File: src/rtl/pwmq_pkg.sv
package pwmq_pkg;

    localparam int NUM_CH   = 4;
    localparam int CNT_W    = 16;
    localparam int PRE_W    = 14;
    localparam int ADDR_W   = 8;
    localparam int DATA_W   = 32;
    localparam int CH_LSB   = 4;
    localparam int CH_IDX_W = (NUM_CH > 1) ? $clog2(NUM_CH) : 1;
    localparam int PRE_LSB  = 2;

    localparam logic [ADDR_W-1:0] MASTER_ADDR = 8'h3C;

    typedef enum logic [1:0] {
        SLOT_CTRL   = 2'd0,
        SLOT_DUTY   = 2'd1,
        SLOT_PERIOD = 2'd2,
        SLOT_NONE   = 2'd3
    } slot_e;

    typedef struct packed {
        logic             en;
        logic [PRE_W-1:0] pre;
        logic [CNT_W-1:0] duty;
        logic [CNT_W-1:0] per;
    } chan_cfg_t;

    function automatic slot_e slot_of(input logic [CH_LSB-1:0] off);
        case (off)
            4'h0:    return SLOT_CTRL;
            4'h4:    return SLOT_DUTY;
            4'h8:    return SLOT_PERIOD;
            default: return SLOT_NONE;
        endcase
    endfunction

    function automatic logic [DATA_W-1:0] pack_ctrl(input chan_cfg_t c);
        logic [DATA_W-1:0] w;
        w = '0;
        w[0] = c.en;
        w[PRE_LSB +: PRE_W] = c.pre;
        return w;
    endfunction

endpackage

File: src/rtl/pwmq_regs.sv
module pwmq_regs
    import pwmq_pkg::*;
(
    input  logic                           clk,
    input  logic                           rst,
    input  logic [ADDR_W-1:0]              addr,
    input  logic [DATA_W-1:0]              wdata,
    input  logic                           wr,
    input  logic                           rd,
    output logic [DATA_W-1:0]              rdata,
    output chan_cfg_t [NUM_CH-1:0]         cfg,
    output logic                           master_en
);

    localparam int HI_LSB = CH_LSB + CH_IDX_W;

    slot_e               slot;
    logic [CH_IDX_W-1:0] idx;
    logic                in_range;
    logic [NUM_CH-1:0]   hit;
    logic                unused_bits;

    assign slot        = slot_of(addr[CH_LSB-1:0]);
    assign idx         = addr[CH_LSB +: CH_IDX_W];
    assign in_range    = (addr[ADDR_W-1:HI_LSB] == '0) && (int'(idx) < NUM_CH);
    assign unused_bits = ^{wdata[DATA_W-1:CNT_W], wdata[1]};

    always_comb begin
        for (int i = 0; i < NUM_CH; i++) begin
            hit[i] = in_range && (int'(idx) == i);
        end
    end

    always_ff @(posedge clk) begin
        if (rst) begin
            master_en <= 1'b0;
        end else if (wr && addr == MASTER_ADDR) begin
            master_en <= wdata[0];
        end
    end

    for (genvar g = 0; g < NUM_CH; g++) begin : g_ch
        always_ff @(posedge clk) begin
            if (rst) begin
                cfg[g] <= '0;
            end else if (wr && hit[g]) begin
                case (slot)
                    SLOT_CTRL: begin
                        cfg[g].en  <= wdata[0];
                        cfg[g].pre <= wdata[PRE_LSB +: PRE_W];
                    end
                    SLOT_DUTY:   cfg[g].duty <= wdata[CNT_W-1:0];
                    SLOT_PERIOD: cfg[g].per  <= wdata[CNT_W-1:0];
                    default: ;
                endcase
            end
        end
    end

    always_comb begin
        rdata = '0;
        if (rd) begin
            if (addr == MASTER_ADDR) begin
                rdata[0] = master_en;
            end else begin
                for (int i = 0; i < NUM_CH; i++) begin
                    if (hit[i]) begin
                        case (slot)
                            SLOT_CTRL:   rdata = pack_ctrl(cfg[i]);
                            SLOT_DUTY:   rdata[CNT_W-1:0] = cfg[i].duty;
                            SLOT_PERIOD: rdata[CNT_W-1:0] = cfg[i].per;
                            default: ;
                        endcase
                    end
                end
            end
        end
    end

endmodule

File: src/rtl/pwmq_chan.sv
module pwmq_chan
    import pwmq_pkg::*;
(
    input  logic             clk,
    input  logic             rst,
    input  logic             run,
    input  logic [PRE_W-1:0] pre,
    input  logic [CNT_W-1:0] duty,
    input  logic [CNT_W-1:0] per,
    output logic             out
);

    logic             active;
    logic [PRE_W-1:0] pre_cnt;
    logic [CNT_W-1:0] cnt;
    logic [CNT_W-1:0] sh_duty;
    logic [CNT_W-1:0] sh_per;
    logic [CNT_W:0]   cnt_nxt;
    logic             tick;
    logic             wrap;

    assign cnt_nxt = {1'b0, cnt} + 1'b1;
    assign tick    = (pre_cnt >= pre);
    assign wrap    = (cnt_nxt >= {1'b0, sh_per});

    always_ff @(posedge clk) begin
        if (rst) begin
            active  <= 1'b0;
            pre_cnt <= '0;
            cnt     <= '0;
            sh_duty <= '0;
            sh_per  <= '0;
        end else if (!run || !active) begin
            // idle, or first cycle of a fresh period: counters cleared, shadows loaded
            active  <= run;
            pre_cnt <= '0;
            cnt     <= '0;
            sh_duty <= duty;
            sh_per  <= per;
        end else if (tick) begin
            pre_cnt <= '0;
            if (wrap) begin
                cnt     <= '0;
                sh_duty <= duty;
                sh_per  <= per;
            end else begin
                cnt <= cnt_nxt[CNT_W-1:0];
            end
        end else begin
            pre_cnt <= pre_cnt + 1'b1;
        end
    end

    assign out = active && (cnt < sh_duty);

endmodule

File: src/rtl/pwm_quad.sv
module pwm_quad
    import pwmq_pkg::*;
(
    input  logic              clk,
    input  logic              rst,
    input  logic [7:0]        bus_addr,
    input  logic [31:0]       bus_wdata,
    input  logic              bus_wr,
    input  logic              bus_rd,
    output logic [31:0]       bus_rdata,
    output logic [3:0]        pwm_out
);

    chan_cfg_t [NUM_CH-1:0] cfg;
    logic                   master_en;
    logic [NUM_CH-1:0]      ch_run;
    logic [NUM_CH-1:0]      per_zero;

    pwmq_regs u_regs (
        .clk       (clk),
        .rst       (rst),
        .addr      (bus_addr),
        .wdata     (bus_wdata),
        .wr        (bus_wr),
        .rd        (bus_rd),
        .rdata     (bus_rdata),
        .cfg       (cfg),
        .master_en (master_en)
    );

    for (genvar g = 0; g < NUM_CH; g++) begin : g_chan
        assign per_zero[g] = (cfg[g].per == '0);
        assign ch_run[g]   = master_en && cfg[g].en && !per_zero[g];

        pwmq_chan u_chan (
            .clk  (clk),
            .rst  (rst),
            .run  (ch_run[g]),
            .pre  (cfg[g].pre),
            .duty (cfg[g].duty),
            .per  (cfg[g].per),
            .out  (pwm_out[g])
        );
    end

endmodule

File: config.mk
export PLATFORM = sky130hd
export DESIGN_NAME = pwm_quad
export DESIGN_NICKNAME = d
export VERILOG_FILES = /design/src/rtl/pwmq_pkg.sv /design/src/rtl/pwmq_regs.sv /design/src/rtl/pwmq_chan.sv /design/src/rtl/pwm_quad.sv
export SDC_FILE = /design/constraint.sdc
export NUM_CORES = 1
export LEC_CHECK = 0
export BUFFER_PORTS_ARGS = -buffer_cell sky130_fd_sc_hd__buf_2
export CAP_MARGIN = 20
export CORE_UTILIZATION = 57
export DETAILED_ROUTE_END_ITERATION = 10
export GPL_ROUTABILITY_DRIVEN = 1
export HOLD_SLACK_MARGIN = 0.02
export MAX_ROUTING_LAYER = met4
export PLACE_DENSITY_LB_ADDON = 0.12
export SLEW_MARGIN = 0
export SYNTH_ARGS = -nofsm -noshare
export SYNTH_HDL_FRONTEND = slang
export SYNTH_SLANG_ARGS = --single-unit
File: constraint.sdc
create_clock -name clk -period 6.5 [get_ports clk]
set_input_delay 0.975 -clock clk [delete_from_list [all_inputs] [get_ports clk]]
set_output_delay 0.975 -clock clk [all_outputs]
set_load 0.03 [all_outputs]
# Word level (Yosys, flattened, before mapping)
# Index checks and enable logic that the tools add are counted.
# totals
ff_bits	441
latchBits	0
ram_bits	0
mem_bits_ro	0
in_bits	44
output_inout_bits	36
elab_cells	187
memories	0
# classes
addsub	8
n_mul	0
div_mod_pow	0
magnitude_cmp	12
n_eq_ne	8
shift	0
muxes	45
n_bitwise	0
reduce_logical	77
# ops
operator	n
$mux W16	32
$mux W32	6
$pmux W16 S3	4
$add A16 B1 Y17 const B	4
$ge A17 B16 Y1	4
$logic_not A16 Y1	4
$lt A16 B16 Y1	4
$add A14 B1 Y14 const B	4
$ge A14 B14 Y1	4
$reduce_and A2 Y1	16
$mux W31	1
$logic_and A1 B1 Y1	21
$reduce_bool A2 Y1	8
$logic_not A1 Y1	12
$reduce_or A3 Y1	4
$eq A8 B6 Y1 const B	1
$reduce_or A2 Y1	4
$eq A2 B2 Y1 const B	3
$logic_not A2 Y1	3
$pmux W2 S3	1
$eq A2 B1 Y1 const B	2
$eq A4 B3 Y1 const B	1
$eq A4 B4 Y1 const B	1
$logic_not A4 Y1	1
other kinds (2)	5

# Depth between registers and ports, before layout
# logic_depth
depth_word	15
mapped_depth	16
mapped_depth_nobuf	14

# Cells and area by module
# Synthesis repeated with hierarchy kept, for this count alone.
# unflattened
hier_cells	3059
area_unflattened_um2	25441.9
# by_module_without_submodules
module	n_inst	cells_per_inst	area_each_um2
pwmq_chan	4	488	4125.2
pwmq_regs	1	1083	8715.9
pwm_quad	1	24	225.2

# Worst setup path before layout
# OpenSTA, ideal clock, no wires.
# synth_path
path_type	input-to-output
start	input port bus_addr[2]
end	output port bus_rdata[10]
arrival_ns	3.247
slack_ns	2.278
path_stages	9
n_path_buf	4
cell_sequence	clkbuf_1 nor2b_1 buf_2 and2_1 clkbuf_1 buf_1 a221o_1 a21oi_1 nor4_1
# synth_between
elab_chain_len	15
# synth_rtl
item	line	text
start, declared	pwm_quad.sv:6	input logic [7:0] bus_addr,
$eq A4 B4 Y1, or another cell as far along	pwmq_pkg.sv:29	case (off)
$pmux W2 S3	pwmq_pkg.sv:29	
$eq A2 B2 Y1, or another cell as far along	pwmq_regs.sv:68	case (slot)
$pmux W16 S3	pwmq_regs.sv:68	
$mux W16	pwmq_regs.sv:67	if (hit[i]) begin
$mux W32	pwmq_regs.sv:63	if (addr == MASTER_ADDR) begin
$mux W32	pwmq_regs.sv:62	if (rd) begin
$pmux W16 S3	pwmq_regs.sv:68	
$mux W32	pwmq_regs.sv:67	
$pmux W16 S3	pwmq_regs.sv:68	
$mux W32	pwmq_regs.sv:67	
$pmux W16 S3	pwmq_regs.sv:68	
$mux W32	pwmq_regs.sv:67	
$mux W31 *	pwmq_regs.sv:63	
$mux W32 *	pwmq_regs.sv:62	
end, declared	pwm_quad.sv:10	output logic [31:0] bus_rdata,
# Every way passes the cells marked *; elsewhere a longest branch is shown, timed or not. The select of a mux whose other input is x is not followed.

# Worst setup path in the final report
# layout_path
start	input port bus_addr[3]
end	output port bus_rdata[10]
# The elaborated chain is that of the path after synthesis.

==> flow_metrics.py <==
metrics = {
    "clock_tree": {
        "clk-insertion-delay-late_ns": 0.60,
        "clkTransAtPathRegs_ns": 0.06,
        "cts.sink_count": 441,
        "cts_buffers": 49,
        "ctsHoldBuffers": 0,
        "htree_levels": 2,
        "ctsRootBufferMaster": "clkbuf_16",
        "cts.repair.resized": 0,
        "clockBufferDepth": 3,
        "cts_tree": "built",
        "post_cts_buffers": 0,
    },
    "floorplan": {
        "die-area_sq_mm": 0.0442,
        "dieWidth_um": 210,
        "die_y_um": 210,
        "ios": 80,
        "coreArea_sq_mm": 0.0423,
        "row_count": 75,
        "initial_utilization_pct": 58.4,
    },
    "power": {
        "p_comb_share_pct": 3.1,
        "netSwitchingFraction_pct": 22.2,
        "vdd_drop_max_v": 0.000221,
        "pwr-share-clk_pct": 51.6,
        "power.switching_mw": 1.33,
        "cellInternalPower_mw": 4.65,
        "seq_power_share_pct": 45.3,
        "finalPower_mw": 5.98,
        "p_per_area_mw_per_mm2": 223,
        "power.leakage_nw": 9.34,
    },
    "timing": {
        "worst_clock_skew_ns": 0.0201,
        "tns_ns": 0,
        "rsz0062_at_grt": "no",
        "finalSetupViolations": 0,
        "hold_viol_final": 0,
        "fin_crit_ns": 5.01,
        "fin_crit_sh_pct": 77.1,
        "tightestPinTransition_ns": 1.16,
        "clock.fmax_mhz": 200,
        "maxSlewHeadroom_pct": 22.2,
        "drv_slew": 0,
        "timing.hold.ws_ns": 0.459,
    },
    "synthesis": {
        "synth-seq-cells": 441,
        "ys_async_sr_fraction_pct": 0,
        "synth-edff-count": 0,
        "syn_area_sq_mm": 0.0247,
        "synth.avg_cell_area_sq_um": 7.97,
        "ys.warnings.count": 0,
        "synth_flop_cell": "dfxtp_1",
        "synth_cell_types": 77,
        "synth-seq-area-share_pct": 35.7,
        "netlist_instances": 3102,
    },
    "grt": {
        "gr-usage-all-layers_pct": 31.2,
        "grt_overflow": 0,
        "grt_max_degree": 106,
        "first_global_vias": 19961,
        "grt_pass1_wl_um": 107000,
        "antenna_found_initial": 4,
    },
    "drt": {
        "drt-pass1-iter-count": 6,
        "dr_total_vias": 21149,
        "wirelength_um": 67500,
        "ant_nets": 0,
        "wl_per_cell_um": 18.4,
        "route.detailed.drc": 0,
        "viasPerCell": 5.77,
        "drtIter0Drc": 1776,
    },
    "setup_path": {
        "reg2reg_depth": 13,
        "crit_fanout": 51,
        "critical_path_required_ns": 5.52,
        "rrSetupSlack_ns": 1.76,
        "critPathLaunchType": "input port",
        "endpoint_kind": "primary output",
        "setup.worst_path.class": "in -> out",
        "r2r-start": "g_chan[0].u_chan.cnt[0]$_SDFFE_PP0P_",
        "crit_start": "bus_addr[3]",
        "reg2reg_to": "g_chan[0].u_chan.sh_per[15]$_SDFFE_PP0P_",
        "arrival_ns": 4.04,
    },
    "finish": {
        "final_common_cell": "nand2_1",
        "final_area_sq_mm": 0.0268,
        "stdcell_count": 3663,
        "finalNetCount": 3274,
        "layout_common_cells": "546 x nand2_1, 441 x dfxtp_1, 312 x a21oi_1",
        "final_layout_size_suffix_gt1_share_pct": 6.29,
        "area_delta_synth_final_pct": 8.26,
    },
    "placement": {
        "hpwl_um": 47800,
        "dp_cells": 3562,
        "gp_congestion": 0.991,
        "port_buffers": 47,
        "place_area_sq_mm": 0.0249,
    },
    "hold_path": {
        "holdPathStages": 1,
        "worstHoldEndpoint": "g_chan[1].u_chan.pre_cnt[0]$_SDFF_PP0_",
        "hold_class": "reg -> reg",
        "holdCritStartpoint": "g_chan[1].u_chan.pre_cnt[0]$_SDFF_PP0_",
    },
    "job": {
        "maxCapViolCount": 0,
    },
    "run_status": {
        "outcome": "finished clean",
    },
}
==> per-stage QoR <==
stage / setup slack, ns / util (%)
3_3_place_gp: 1.68 / 58.8
6_report: 1.49 / 63.2
3_5_place_dp: 1.70 / 58.8
2_1_floorplan: 2.28 / -
4_1_cts: 1.68 / 63.1
5_1_grt: 1.42 / 63.2
==> kinds of logic after synthesis <==
family | Yosys count | synth area share, %
simple gates | 1248 | 24.0
other cells | 1 | 0.0152
buf+inv | 393 | 7.01
fa+ha+maj | 188 | 9.52
compound gates | 553 | 13.0
mux | 176 | 7.13
flops | 441 | 35.7
xor+xnor | 102 | 3.61
==> worst max path at each step <==
stage / slack [ns] / end
after floorplan: 2.28 / bus_rdata[10]
after global placement: 1.68 / bus_rdata[10]
after detailed placement: 1.70 / bus_rdata[10]
after CTS: 1.68 / bus_rdata[10]
after global routing: 1.42 / bus_rdata[10]
final: 1.49 / bus_rdata[10]
==> critical path, stage by stage <==
cell and delay, ns:
buf_2 0.70, nor2b_2 0.29, and2_1 0.62, a221oi_1 0.15, o21ai_0 0.14, a31oi_1 0.16
nor4_1 0.64, buf_2 0.32
==> state kept, by name, indices dropped and copies added, names as in the netlist <==
signal,count
g_chan.u_chan.active,4
g_chan.u_chan.sh_per,64
u_regs.cfg,188
u_regs.master_en,1
g_chan.u_chan.sh_duty,64
g_chan.u_chan.pre_cnt,56
g_chan.u_chan.cnt,64
==> cells in the mapped netlist (20+ instances only) <==
library cell	instances	area (sq um)
dfxtp_1	441	8830
nor4_1	25	156
nor2_1	194	728
a21oi_1	312	1560
nor3_1	24	120
xor2_1	58	508
mux2i_1	176	1760
inv_1	196	736
nand2_1	546	2050
xnor2_1	44	385
and3_1	29	181
nand4_1	25	156
ha_1	188	2350
o21ai_0	98	490
buf_4	20	150
clkbuf_1	136	510
nand2b_1	211	1320
nor2b_1	21	131
nand3_1	99	495
==> routing by layer <==
layer,share of wire (%),global-route usage [%]
met1,43,41.2
met2,46,49.7
met3,8.0,4.75
met4,2.8,8.78
met5,0,-
==> area by class of cell <==
class                           instances  area [sq um]
Fill cell                            3738         15600
Multi-Input combinational cell       2283         14200
Sequential cell                       441          8830
Clock buffer                           72          1480
Inverter                              197           739
Tap cell                              577           722
Timing Repair Buffer                   70           438
Clock inverter                         19           318
Antenna cell                            4          10.0
==> power by group through the flow <==
| stage | clock, mW | combinational, mW | sequential (mW) |
|---|---|---|---|
| finish | 3.09 | 0.185 | 2.71 |
| global route | 3.24 | 0.193 | 2.71 |
| CTS | 3.13 | 0.179 | 2.71 |
| detailed placement | 0 | 0.179 | 2.77 |
| global placement | 0 | 0.177 | 2.77 |
| floorplan | 0 | 0.131 | 2.77 |
Power figures use the tool's default switching activity.
